$ cat config.mk
export PLATFORM = sky130hd
export DESIGN_NAME = conv_test_pattern_gen
export DESIGN_NICKNAME = d
export VERILOG_FILES = /design/src/rtl/tpg_pkg.sv /design/src/rtl/tpg_lfsr.sv /design/src/rtl/tpg_ramp.sv /design/src/rtl/tpg_round.sv /design/src/rtl/conv_test_pattern_gen.sv
export SDC_FILE = /design/constraint.sdc
export NUM_CORES = 1
export LEC_CHECK = 0
export BUFFER_PORTS_ARGS = -buffer_cell sky130_fd_sc_hd__buf_2
export CAP_MARGIN = 5
export CORE_ASPECT_RATIO = 0.7
export CORE_UTILIZATION = 40
export CTS_CLUSTER_DIAMETER = 100
export DETAILED_ROUTE_END_ITERATION = 6
export PLACE_DENSITY_LB_ADDON = 0.15
export SLEW_MARGIN = 20
export SYNTH_ARGS = -nofsm -noshare
export SYNTH_HDL_FRONTEND = slang
export SYNTH_SLANG_ARGS = --single-unit
$ cat constraint.sdc
create_clock -name clk -period 2.85 [get_ports clk]
set_input_delay 0.1425 -clock clk [delete_from_list [all_inputs] [get_ports clk]]
set_output_delay 0.1425 -clock clk [all_outputs]
set_load 0.02 [all_outputs]
$ cat src/rtl/tpg_pkg.sv
// Package: shared widths, tap positions and the source-select encoding
// for the converter test pattern generator. Modules take these as
// parameter defaults so one edit changes the whole block.
package tpg_pkg;

    localparam int LFSR_W    = 23;   // shift register length
    localparam int TAP_HI    = 22;   // feedback tap for x^23
    localparam int TAP_LO    = 17;   // feedback tap for x^18
    localparam int WORD_W    = 16;   // full pattern word
    localparam int NARROW_W  = 14;   // reduced output width

    typedef enum logic {
        PAT_PRBS = 1'b0,
        PAT_RAMP = 1'b1
    } pat_sel_e;

endpackage

$ cat src/rtl/tpg_lfsr.sv
// Module: tpg_lfsr
// Fibonacci shift register that moves toward its MSB on each step.
// The new bit 0 is the XOR of bits TAP_HI and TAP_LO.
// seed_load has priority over step and sets every bit to 1.
// Assumes TAP_HI and TAP_LO are distinct and both below W.
module tpg_lfsr #(
    parameter int W      = tpg_pkg::LFSR_W,
    parameter int TAP_HI = tpg_pkg::TAP_HI,
    parameter int TAP_LO = tpg_pkg::TAP_LO
) (
    input  logic         clk,
    input  logic         rst_n,
    input  logic         seed_load,
    input  logic         step,
    output logic [W-1:0] state
);

    localparam logic [W-1:0] SEED = {W{1'b1}};

    logic feedback;

    // Feedback bit from the two taps
    always_comb begin
        feedback = state[TAP_HI] ^ state[TAP_LO];
    end

    // Reseed on reset or trigger, otherwise shift on each enabled sample
    always_ff @(posedge clk) begin
        if (!rst_n || seed_load) begin
            state <= SEED;
        end else if (step) begin
            state <= {state[W-2:0], feedback};
        end
    end

endmodule

$ cat src/rtl/tpg_ramp.sv
// Module: tpg_ramp
// Free-running up counter that wraps modulo 2**W. restart clears it
// and takes priority over step.
module tpg_ramp #(
    parameter int W = tpg_pkg::WORD_W
) (
    input  logic         clk,
    input  logic         rst_n,
    input  logic         restart,
    input  logic         step,
    output logic [W-1:0] count
);

    localparam logic [W-1:0] ONE = W'(1);

    // Clear on reset or trigger, otherwise count enabled samples
    always_ff @(posedge clk) begin
        if (!rst_n || restart) begin
            count <= '0;
        end else if (step) begin
            count <= count + ONE;
        end
    end

endmodule

$ cat src/rtl/tpg_round.sv
// Module: tpg_round
// Reduces an IN_W-bit two's-complement word to OUT_W bits. The kept
// bits get the highest discarded bit added to them. If that sum would
// cross positive full scale, the result stays at positive full scale.
// A carry out of all-ones (the negative side, -0.5 LSB) wraps to zero,
// which is correct two's-complement rounding. Purely combinational.
// Assumes OUT_W <= IN_W.
module tpg_round #(
    parameter int IN_W  = tpg_pkg::WORD_W,
    parameter int OUT_W = tpg_pkg::NARROW_W
) (
    input  logic [IN_W-1:0]  din,
    output logic [OUT_W-1:0] dout
);

    localparam int DROP = IN_W - OUT_W;
    localparam logic [OUT_W-1:0] POS_FULL = {1'b0, {(OUT_W-1){1'b1}}};

    generate
        if (DROP == 0) begin : g_pass
            // No bits discarded: pass the word through
            always_comb begin
                dout = din;
            end
        end else begin : g_round
            logic [OUT_W-1:0] kept;
            logic             half;
            logic [OUT_W-1:0] summed;

            // Split the word and add the rounding bit
            always_comb begin
                kept   = din[IN_W-1:DROP];
                half   = din[DROP-1];
                summed = kept + {{(OUT_W-1){1'b0}}, half};
            end

            // Saturate at positive full scale, else take the wrapped sum
            always_comb begin
                if (half && (kept == POS_FULL)) begin
                    dout = POS_FULL;
                end else begin
                    dout = summed;
                end
            end
        end
    endgenerate

endmodule

$ cat src/rtl/conv_test_pattern_gen.sv
// Module: conv_test_pattern_gen
// Per-sample test pattern source for a converter output path.
// A trigger reseeds the shift register, clears the ramp and captures
// the source select and width. The selected 16-bit word goes out as is,
// or rounded to NARROW_W bits, right-aligned with zero upper bits.
// The output is combinational from registered state, so it shows the
// new value in the cycle after the edge that changed that state.
module conv_test_pattern_gen #(
    parameter int LFSR_W   = tpg_pkg::LFSR_W,
    parameter int TAP_HI   = tpg_pkg::TAP_HI,
    parameter int TAP_LO   = tpg_pkg::TAP_LO,
    parameter int WORD_W   = tpg_pkg::WORD_W,
    parameter int NARROW_W = tpg_pkg::NARROW_W
) (
    input  logic              clk,
    input  logic              rst_n,
    input  logic              sample_en,
    input  logic              trigger,
    input  logic              pattern_sel,
    input  logic              narrow_mode,
    output logic [WORD_W-1:0] pattern_out
);

    import tpg_pkg::*;

    localparam int PAD_W = WORD_W - NARROW_W;

    logic [LFSR_W-1:0]   lfsr_state;
    logic [WORD_W-1:0]   ramp_count;
    logic [WORD_W-1:0]   raw_word;
    logic [NARROW_W-1:0] rounded;
    logic                advance;
    pat_sel_e            sel_q;
    logic                narrow_q;

    // A trigger wins over a sample strobe in the same cycle
    always_comb begin
        advance = sample_en & ~trigger;
    end

    // Capture the configuration only when a trigger arrives
    always_ff @(posedge clk) begin
        if (!rst_n) begin
            sel_q    <= PAT_PRBS;
            narrow_q <= 1'b0;
        end else if (trigger) begin
            sel_q    <= pat_sel_e'(pattern_sel);
            narrow_q <= narrow_mode;
        end
    end

    tpg_lfsr #(
        .W      (LFSR_W),
        .TAP_HI (TAP_HI),
        .TAP_LO (TAP_LO)
    ) u_lfsr (
        .clk       (clk),
        .rst_n     (rst_n),
        .seed_load (trigger),
        .step      (advance),
        .state     (lfsr_state)
    );

    tpg_ramp #(
        .W (WORD_W)
    ) u_ramp (
        .clk     (clk),
        .rst_n   (rst_n),
        .restart (trigger),
        .step    (advance),
        .count   (ramp_count)
    );

    // Pick the active source
    always_comb begin
        if (sel_q == PAT_RAMP) begin
            raw_word = ramp_count;
        end else begin
            raw_word = lfsr_state[WORD_W-1:0];
        end
    end

    tpg_round #(
        .IN_W  (WORD_W),
        .OUT_W (NARROW_W)
    ) u_round (
        .din  (raw_word),
        .dout (rounded)
    );

    // Format for the captured width
    generate
        if (PAD_W == 0) begin : g_same_width
            always_comb begin
                pattern_out = narrow_q ? rounded : raw_word;
            end
        end else begin : g_padded
            always_comb begin
                pattern_out = narrow_q ? {{PAD_W{1'b0}}, rounded} : raw_word;
            end
        end
    endgenerate

endmodule

==> Yosys cells after proc, flatten, opt, wreduce, memory -nomap -nowiden <==
Cells that the tools add are included.
Widths: inputs -> output; s select.
{ "totals": {"elab_cells": 16, "register_bits": 41, "input_bits": 6} }
{ "classes": {"muxes": 3, "n_bitwise": 3, "n_reduce_logical": 3, "eq_ne": 1, "n_addsub": 2} }
{ "op_table": {"columns": ["op", "count"], "rows": [
  ["$mux 16", 2],
  ["$add 16x1->16 const B", 1],
  ["$add 14x1->14", 1],
  ["$eq 14x13->1 const B", 1],
  ["$mux 14", 1],
  ["$and 1x1->1", 1],
  ["$logic_and 1x1->1", 1],
  ["$logic_not 1->1", 1],
  ["$logic_or 1x1->1", 1],
  ["$not 1->1", 1],
  ["$xor 1x1->1", 1]
]} }

==> Depth between registers and ports, before layout <==
Gate-level depths: netlist (run 1).
{ "logic_depth": {"depth_word": 5, "ltp_mapped": 12} }

==> Hierarchy <==
A second synthesis (run 1) with hierarchy kept.
{ "hier_totals": {"hier_cells": 253, "area_unflattened_um2": 2437.3} }
{ "modules_own_cells": {"columns": ["mod", "seq_area_each_um2", "n_inst", "cells_each", "area_per_inst_um2"], "rows": [
  ["tpg_lfsr", 460.4, 1, 76, 859.6],
  ["tpg_ramp", 320.3, 1, 79, 720.7],
  ["conv_test_pattern_gen", 40.0, 1, 43, 496.7],
  ["tpg_round", 0.0, 1, 55, 360.3]
]} }

==> Least setup slack after synthesis (run 1) <==
OpenSTA, ideal clock, no wires.
{ "synth_path": {"kind": "flip-flop to output port", "startpoint": "register sel_q", "endpoint": "output port pattern_out[4]", "stages_incl_launch_ff": 12, "t_arrival_ns": 2.513, "required_time_ns": 2.707, "setup_slack_ns": 0.195, "path_cell_list": "dfxtp_1 > buf_6 > buf_6 > buf_2 > buf_2 > mux2_2 > ha_1 > ha_1 > nand4b_1 > nand2_1 > xor2_1 > a31oi_1"} }
{ "synth_via": {"elab_chain_len": 5} }
{ "synth_rtl": {"columns": ["item", "line_no", "rtl"], "rows": [
  ["start, declared", "conv_test_pattern_gen.sv:33", "pat_sel_e sel_q;"],
  ["start signal, assigned", "conv_test_pattern_gen.sv:47", "sel_q <= pat_sel_e'(pattern_sel);"],
  ["$mux 16 (*)", "conv_test_pattern_gen.sv:76", "if (sel_q == PAT_RAMP) begin"],
  ["parallel branches: the longest is 3 deep, another holds $add 14x1->14", null, null],
  ["$mux 16 (*)", "conv_test_pattern_gen.sv:99", "pattern_out = narrow_q ? {{PAD_W{1'b0}}, rounded} : raw_word;"],
  ["end, declared", "conv_test_pattern_gen.sv:21", "output logic [WORD_W-1:0] pattern_out"]
]} }
Mark *: on every way between the ends.

==> Worst setup path in the final report (run 1) <==
{ "layout_path": {"startpoint": "register sel_q", "endpoint": "output port pattern_out[5]"} }
The elaborated chain is that of the path after synthesis.

==> impl_metrics.json, run 1 <==
{
  "drcViolationCount": 0,
  "grtUsageTotal_pct": 18.3,
  "fmax_ghz": 0.388,
  "final.setup.tns_ns": 0,
  "fin_worst_skew_ns": 0.00840,
  "layout_common_cells": "46 x nand2_1, 41 x dfxtp_1, 30 x mux2i_1, 27 x nor2_1, 21 x buf_2",
  "finalCoreUtilization_pct": 46.5,
  "cts_tree": "done",
  "ant_nets": 0,
  "grt_pass1_wl_mm": 8.56,
  "final_area_mm2": 0.00268,
  "sequentialPowerShare_pct": 44.3,
  "rsz0062_at_grt": "no",
  "first_pass_iters": 4,
  "peakVddDrop_mv": 0.187,
  "gp_congestion": 0.816,
  "tightest_slew_ns": 0.677,
  "grt_max_degree": 31,
  "netlist_instances": 274,
  "place_area_mm2": 0.00256,
  "clock_latency_ns": 0.30,
  "max_slew_margin_pct": 54.9,
  "slew_violations": 0,
  "period_needed_ns": 2.58,
  "rows": 23,
  "yosys.area.top_type_share_pct": 34.2,
  "final_common_cell": "nand2_1",
  "synth_seq_cells": 41,
  "die_area_mm2": 0.00632,
  "syn_to_final_growth_pct": 11.4,
  "numCtsBuffers": 5,
  "htreeDepth": 2,
  "ctsResizeCount": 0,
  "clock_sinks": 41,
  "routed_via_density": 5.13,
  "fin_cells": 367,
  "yosysSeqAreaShare_pct": 34.2,
  "dieWidth_um": 94.6,
  "antenna_cells": 0,
  "overflow": 0,
  "layout.nets": 300,
  "yosysUniqueCellTypes": 41,
  "via_count": 1884,
  "p_sw_share_pct": 28.6,
  "drt_wl_total_mm": 5.37,
  "cts_root_buf": "clkbuf_8",
  "start_util_pct": 41.7,
  "io_pins": 22,
  "hp-class": "in2reg",
  "placeableCoreArea_mm2": 0.00576,
  "clkPwrFrac_pct": 36.9,
  "start_kind": "register",
  "ys_warn_count": 0,
  "p_leak_nw": 1.06,
  "die_h_um": 66.8,
  "critPathKind": "reg2out",
  "synthTopCellsByArea": "dfxtp_1 34%, mux2i_1 13%, nand2_1 7.2%",
  "postCtsSetupRepairBufs": 0,
  "drtIter0Drc": 92,
  "status": "completed",
  "period_share_pct": 90.4,
  "antenna_found_initial": 0,
  "power.density_mw_per_mm2": 490,
  "setup_viol": 0,
  "numPortBuffers": 21,
  "syn-num-nets": 283,
  "finalHoldViolations": 0,
  "drv_cap": 0,
  "end_kind": "output pin",
  "power.internal_mw": 0.936,
  "combPwrFrac_pct": 18.7,
  "synthesis.area_mm2": 0.00240,
  "drive_above_1_share_pct": 18.8,
  "hold_buffers": 0,
  "cts_max_path_buffers": 2,
  "critical_path.max_fanout": 16,
  "dp_hpwl_mm": 3.84,
  "power_switching_mw": 0.374,
  "clk_pin_slew_ns": 0.09,
  "grt_pass1_vias": 1678,
  "critPathRequiredTime_ns": 2.71,
  "critPathArrivalTime_ns": 2.43,
  "routedWlPerCell_um": 14.6,
  "synth_area_leader_cell": "dfxtp_1",
  "avgSynthCellArea_um2": 8.77,
  "numPlacedInstances": 359
}
-- state kept, by name, indices dropped and copies added, names as in the netlist --
| name | flops |
|---|---|
| u_lfsr.state | 23 |
| u_ramp.count | 16 |
| narrow_q | 1 |
| sel_q | 1 |
-- cells in the mapped netlist --
cell,count
a22oi_4,1
a21boi_2,2
ha_1,3
o211ai_1,1
clkbuf_1,10
nand3b_4,2
a311o_1,1
and2_1,3
and2_4,1
mux2_2,9
nand4_1,7
nand2_1,46
buf_1,2
xor2_1,18
o22ai_1,1
nand3_1,12
o2111ai_4,1
inv_1,5
a31oi_1,5
nor3_1,1
buf_2,3
xnor2_1,7
nand4b_1,2
o21a_1,1
a21oi_1,5
and4_1,2
a22oi_2,1
nor2b_1,4
a21oi_2,1
mux2i_1,30
nor2_1,27
a221oi_4,1
and4b_1,1
nand2b_1,2
or3b_1,1
nand3b_1,1
a21boi_0,1
buf_6,3
nor4_1,3
o21ai_0,6
dfxtp_1,41
-- worst paths after layout --
kind	startpoint	endpoint	slack, ns	cells after the start
worst max-delay path	sel_q	pattern_out[5]	0.27	7
worst max register to register	u_ramp.count[0]	u_ramp.count[8]	1.21	7
worst min-delay path	rst_n	narrow_q	0.09	2
worst min register to register	u_lfsr.state[16]	u_lfsr.state[16]	0.48	2
-- stage by stage --
stage	setup slack [ns]	hold WS [ns]	power, mW
after floorplan	0.195	0.271	0.785
after global routing	0.0798	0.0885	1.37
after detailed placement	0.637	0.414	0.840
after CTS	0.287	0.0948	1.32
after global placement	0.668	0.409	0.839
final	0.273	0.0933	1.31
-- metal layers --
metal	GRT usage (%)	vias up	wire length (um)
met2	25.8	31	2110
met5	0	-	0
met4	5.68	0	64
met1	27.1	865	2970
met3	4.11	8	227
li1	-	980	-
-- critical path, cell delays in order, from the launching register on --
cell and delay [ns]:
dfxtp_1 0.40, buf_4 0.24, mux2_2 0.23, a21boi_2 0.34, o2111ai_4 0.24, and2_4 0.27
a21oi_1 0.20, buf_2 0.20
-- power groups by stage --
stage	clock network (mW)	logic, mW	registers, mW
global placement	0	0.245	0.594
floorplan	0	0.193	0.593
global route	0.519	0.268	0.581
CTS	0.497	0.247	0.580
detailed placement	0	0.246	0.594
finish	0.484	0.246	0.580
-- logic make-up after synthesis --
family | Yosys count | synth area share, %
AO/OA/AOI/OAI | 28 | 10.1
XOR/XNOR | 25 | 9.11
adder cells (fa/ha/maj) | 3 | 1.56
buffers and inverters | 23 | 4.69
flip-flops | 41 | 34.2
multiplexers | 39 | 16.7
AND/OR/NAND/NOR | 115 | 23.6
-- cell type report --
class / count / area, um^2
Fill cell: 579 / 3080
Multi-Input combinational cell: 210 / 1470
Sequential cell: 41 / 821
Timing Repair Buffer: 28 / 158
Tap cell: 75 / 93.8
Clock buffer: 5 / 68.8
Clock inverter: 3 / 46.3
Inverter: 5 / 18.8
Power figures use the tool's default switching activity.
==> run 2: changes to the inputs <==
--- a/config.mk
+++ b/config.mk
@@ -5,6 +5,7 @@
 export SDC_FILE = /design/constraint.sdc
 export NUM_CORES = 1
 export LEC_CHECK = 0
+export ABC_AREA = 1
 export BUFFER_PORTS_ARGS = -buffer_cell sky130_fd_sc_hd__buf_2
 export CAP_MARGIN = 5
 export CORE_ASPECT_RATIO = 0.7
==> impl_metrics.json, run 2 <==
{
  "status": "completed",
  "power.density_mw_per_mm2": 492,
  "r2r_end": "u_ramp.count[14]",
  "dp_hpwl_mm": 4.82,
  "r2r_cells": 10,
  "grt_pass1_vias": 2037,
  "num-fill-cells": 630,
  "synth_ff_type": "dfxtp_1",
  "synthArstFlopShare_pct": 0,
  "grt_pass1_wl_mm": 10.4,
  "cts_max_path_buffers": 2,
  "htreeDepth": 2,
  "hold_buffers": 0,
  "overflow": 0,
  "yosys.area.top_type_share_pct": 32.4,
  "largest_register_ffs": 23,
  "die_area_mm2": 0.00666,
  "synth_edf_count": 0,
  "hp-class": "in2reg",
  "drive_above_1_share_pct": 17.2,
  "finalHoldViolations": 0,
  "clock_latency_ns": 0.30,
  "ant_nets": 0,
  "antenna_found_initial": 0,
  "ys_warn_count": 0,
  "period_share_pct": 90.5,
  "via_count": 2493,
  "drv_cap": 0,
  "max_slew_margin_pct": 74.3,
  "reg.largest.list": "u_lfsr.state: 23 flops, u_ramp.count: 16 flops",
  "critPathKind": "reg2out",
  "final_common_cell": "nand2_1",
  "whs_ns": 0.114,
  "critical_path.max_fanout": 6,
  "worstSetupEndpoint": "pattern_out[10]",
  "period_needed_ns": 2.58,
  "seq_area_um2": 821,
  "rows": 23,
  "slew_violations": 0,
  "grtUsageTotal_pct": 20.0,
  "routedWlPerCell_um": 12.9,
  "syn-num-nets": 407,
  "fin_worst_skew_ns": 0.0128,
  "p_leak_nw": 1.30,
  "layout_common_cells": "116 x nand2_1, 45 x inv_1, 41 x dfxtp_1, 40 x nor2_1, 34 x nand3_1",
  "drt_wl_total_mm": 6.38,
  "die_h_um": 68.6,
  "largest_register": "u_lfsr.state",
  "io_pins": 22,
  "final.setup.tns_ns": 0,
  "synth_seq_cells": 41,
  "avgSynthCellArea_um2": 6.36,
  "peakVddDrop_mv": 0.239,
  "layout.nets": 427,
  "ctsResizeCount": 0,
  "placeableCoreArea_mm2": 0.00590,
  "drtIter0Drc": 190,
  "drcViolationCount": 0,
  "synth_area_leader_cell": "dfxtp_1",
  "rsz0062_at_grt": "no",
  "first_pass_iters": 5,
  "critPathRequiredTime_ns": 2.71,
  "tightest_slew_ns": 0.385,
  "antenna_cells": 0,
  "netlist_instances": 398,
  "numPortBuffers": 21,
  "synthesis.area_mm2": 0.00253,
  "yosysSeqAreaShare_pct": 32.4,
  "synthTopCellsByArea": "dfxtp_1 32%, nand2_1 17%, nand3_1 6.7%",
  "finalCoreUtilization_pct": 47.3,
  "cts_root_buf": "clkbuf_8",
  "multi_input_comb_area_mm2": 0.00145,
  "syn_to_final_growth_pct": 10.1,
  "postCtsSetupRepairBufs": 0,
  "critPathArrivalTime_ns": 2.44,
  "cts_tree": "done",
  "clk_pin_slew_ns": 0.09,
  "start_kind": "register",
  "end_kind": "output pin",
  "critPathLaunch": "sel_q",
  "fmax_ghz": 0.388,
  "r2r_setup_slack_ns": 1.17,
  "numCtsBuffers": 5,
  "clock_sinks": 41,
  "gp_congestion": 0.862,
  "yosys-top-cells-count": "116 x nand2_1, 45 x inv_1, 41 x dfxtp_1, 41 x nor2_1, 34 x nand3_1",
  "dieWidth_um": 97.1,
  "yosysUniqueCellTypes": 32,
  "setup_viol": 0,
  "grt_max_degree": 35,
  "reg2reg_from": "u_ramp.count[1]",
  "start_util_pct": 42.9,
  "synth_most_common_cell": "nand2_1",
  "routed_via_density": 5.05
}
[run 2: layout make-up]
cell class / instances / share of cell area [%]
clock buffers: 6 / 2.96
clock inverters: 2 / 0.494
inverters: 48 / 6.64
multi-input cells: 296 / 52.0
flip-flops and latches: 41 / 29.4
well taps: 75 / 3.37
repair buffers: 26 / 5.12
[run 2: stage by stage]
stage	area (um^2)	worst slack, ns	cells	total power [mW]
final	2790	0.272	494	1.37
after global routing	2790	0.0680	494	1.45
after CTS	2790	0.297	494	1.38
after detailed placement	2690	0.660	486	0.970
after global placement	2690	0.676	486	0.970
after floorplan	2530	0.797	398	0.883
[run 2: kinds of logic (layout without fill, tap and decap cells)]
kind of cell	count (synthesis)	after routing	share of synthesized area [%]
buffers and inverters	61	82	10.4
and+or+nand+nor	240	240	43.9
DFF	41	41	32.4
xor gates and xnor gates	3	3	1.04
AOI/OAI and AO/OA	50	50	10.7
adders and majority gates	3	3	1.48
[run 2: report_power, final]
part	switching [mW]	leakage (nW)	internal (mW)
Combinational	0.246	0.918	0.110
Sequential	0.0144	0.335	0.591
Clock	0.215	0.0512	0.196
Total	0.475	1.30	0.897
[run 2: worst min path at each step]
stage                from       end  slack [ns]  cells after the start
CTS                 rst_n     sel_q        0.10                      3
finish              rst_n     sel_q        0.11                      3
global route        rst_n     sel_q        0.13                      3
floorplan           rst_n  narrow_q        0.28                      2
detailed placement  rst_n     sel_q        0.43                      3
global placement    rst_n     sel_q        0.43                      3
[run 2: metal layers]
layer / track usage, % / wire length (um)
met2: 27.4 / 2480
met4: 5.22 / 65
met3: 3.63 / 347
met5: 0 / 0
met1: 31.3 / 3490
[run 2: worst max-delay path, cell delays in order, from the launching register on]
cell     delay [ns]
dfxtp_1        0.52
o21ai_1        0.18
inv_1          0.11
ha_1           0.20
ha_1           0.28
nand2_1        0.12
nor2_4         0.19
nand3_1        0.10
nand2_1        0.07
nand2_1        0.04
nor2_1         0.11
nor2_1         0.04
buf_2          0.15
==> run 3: changes to the inputs <==
--- a/config.mk
+++ b/config.mk
@@ -13,6 +13,7 @@
 export CTS_CLUSTER_DIAMETER = 100
 export DETAILED_ROUTE_END_ITERATION = 6
 export PLACE_DENSITY_LB_ADDON = 0.15
+export REMOVE_ABC_BUFFERS = 1
 export SLEW_MARGIN = 20
 export SYNTH_ARGS = -nofsm -noshare
 export SYNTH_HDL_FRONTEND = slang
==> constraint.sdc (replaced) <==
create_clock -name clk -period 2.4 [get_ports clk]
set_input_delay 0.12 -clock clk [delete_from_list [all_inputs] [get_ports clk]]
set_output_delay 0.12 -clock clk [all_outputs]
set_load 0.02 [all_outputs]
==> impl_metrics.json, run 3 (synthesis results as in run 2) <==
{
  "finalCoreUtilization_pct": 48.8,
  "cts_root_buf": "clkbuf_8",
  "reg.largest.list": "u_lfsr.state: 23 flops, u_ramp.count: 16 flops",
  "clock_sinks": 41,
  "start_util_pct": 42.9,
  "fin_cells": 499,
  "period_share_pct": 94.4,
  "fmax_ghz": 0.441,
  "antenna_found_initial": 0,
  "drcViolationCount": 0,
  "ant_nets": 0,
  "hold_buffers": 0,
  "drtIter0Drc": 167,
  "worst_slack_ns": 0.135,
  "peakVddDrop_mv": 0.227,
  "routed_via_density": 4.97,
  "routedWlPerCell_um": 12.8,
  "critPathLaunch": "sel_q",
  "critPathKind": "reg2out",
  "r2r_cells": 9,
  "die_h_um": 68.6,
  "syn_to_final_growth_pct": 13.8,
  "cts_max_path_buffers": 2,
  "dp_hpwl_mm": 4.78,
  "period_needed_ns": 2.27,
  "rsz0062_at_grt": "no",
  "fin_worst_skew_ns": 0.00601,
  "numCtsBuffers": 5,
  "p_leak_nw": 1.34,
  "antenna_cells": 0,
  "drt_wl_total_mm": 6.39,
  "tightest_slew_ns": 0.383,
  "grt_max_degree": 22,
  "largest_register": "u_lfsr.state",
  "grt_pass1_vias": 2235,
  "dieWidth_um": 97.1,
  "gp_congestion": 0.894,
  "whs_ns": 0.101,
  "final.setup.tns_ns": 0,
  "layout.nets": 433,
  "clock_latency_ns": 0.29,
  "finalHoldViolations": 0,
  "r2r_setup_slack_ns": 0.83,
  "status": "completed",
  "clk_pin_slew_ns": 0.08,
  "via_count": 2479,
  "first_pass_iters": 4,
  "numPortBuffers": 21,
  "slew_violations": 0,
  "power.density_mw_per_mm2": 563,
  "grt_pass1_wl_mm": 10.7,
  "die_area_mm2": 0.00666,
  "detailedPlace.worstSlack_ns": 0.199,
  "placeableCoreArea_mm2": 0.00590,
  "max_slew_margin_pct": 74.4,
  "hp-class": "in2reg",
  "reg2reg_from": "u_ramp.count[1]",
  "final_common_cell": "nand2_1",
  "htreeDepth": 2,
  "grtUsageTotal_pct": 20.3,
  "start_kind": "register",
  "io_pins": 22,
  "critical_path.max_fanout": 12,
  "layout_common_cells": "115 x nand2_1, 45 x inv_1, 40 x nor2_1, 40 x dfxtp_1, 34 x nand3_1",
  "critPathArrivalTime_ns": 2.15,
  "worstSetupEndpoint": "pattern_out[9]",
  "overflow": 0,
  "critPathRequiredTime_ns": 2.28,
  "drive_above_1_share_pct": 19.3,
  "numPlacedInstances": 487,
  "cts_tree": "done",
  "largest_register_ffs": 23,
  "setup_viol": 0,
  "drv_cap": 0,
  "rows": 23,
  "r2r_end": "u_ramp.count[12]",
  "end_kind": "output pin"
}
## run 3: cell types whose count changed in the layout (fill, tap and decap cells not counted), moves of 2 or more
cell | before | now
buf_4 | 5 | 10
ha_1 | 3 | 1
ha_4 | 0 | 2
o21ai_1 | 3 | 1
o21ai_2 | 0 | 2
## run 3: worst min path at each step
stage | cells after the start | slack, ns | end | from
floorplan | 1 | 0.24 | u_lfsr.state[0] | sample_en
global placement | 3 | 0.39 | narrow_q | rst_n
detailed placement | 3 | 0.39 | narrow_q | rst_n
CTS | 3 | 0.09 | narrow_q | rst_n
global route | 3 | 0.09 | narrow_q | rst_n
finish | 3 | 0.10 | narrow_q | rst_n
## run 3: per-stage QoR
| step | area (um^2) | total power [mW] |
|---|---|---|
| after floorplan | 2450 | 1.03 |
| after global placement | 2700 | 1.15 |
| after detailed placement | 2700 | 1.15 |
| after CTS | 2790 | 1.60 |
| after global routing | 2880 | 1.73 |
| final | 2880 | 1.62 |
## run 3: critical path, cell delays in order (launching register included)
cell and delay, ns:
dfxtp_4 0.43, buf_6 0.17, nand2_1 0.10, nand2_2 0.16, nand2_1 0.11, nor2_4 0.25
nand4_4 0.20, nand2_4 0.13, nor2_1 0.04, nor2_1 0.08, buf_2 0.17
## run 3: cell type report
| cell class | instances | area (um^2) |
|---|---|---|
| Clock buffer | 7 | 86.3 |
| Fill cell | 607 | 3020 |
| Inverter | 48 | 193 |
| Multi-Input combinational cell | 297 | 1500 |
| Sequential cell | 41 | 825 |
| Tap cell | 75 | 93.8 |
| Timing Repair Buffer | 31 | 186 |
## run 3: layer usage
| layer | GRT usage [%] | wire [um] |
|---|---|---|
| met1 | 30.0 | 3380 |
| met2 | 31.3 | 2530 |
| met3 | 3.63 | 445 |
| met4 | 3.73 | 29 |
| met5 | 0 | 0 |
## run 3: repair_timing
item,in CTS,in global routing
cloned,0,1
endpoints found under the setup margin,13,14
buffers inserted,0,4
pin swaps,1,4
resized for setup,1,13
## run 3: power breakdown
group / internal, mW / switching, mW / leakage [nW]
sequential: 0.701 / 0.0177 / 0.336
clock: 0.228 / 0.224 / 0.0443
combinational: 0.149 / 0.302 / 0.957
total: 1.08 / 0.544 / 1.34
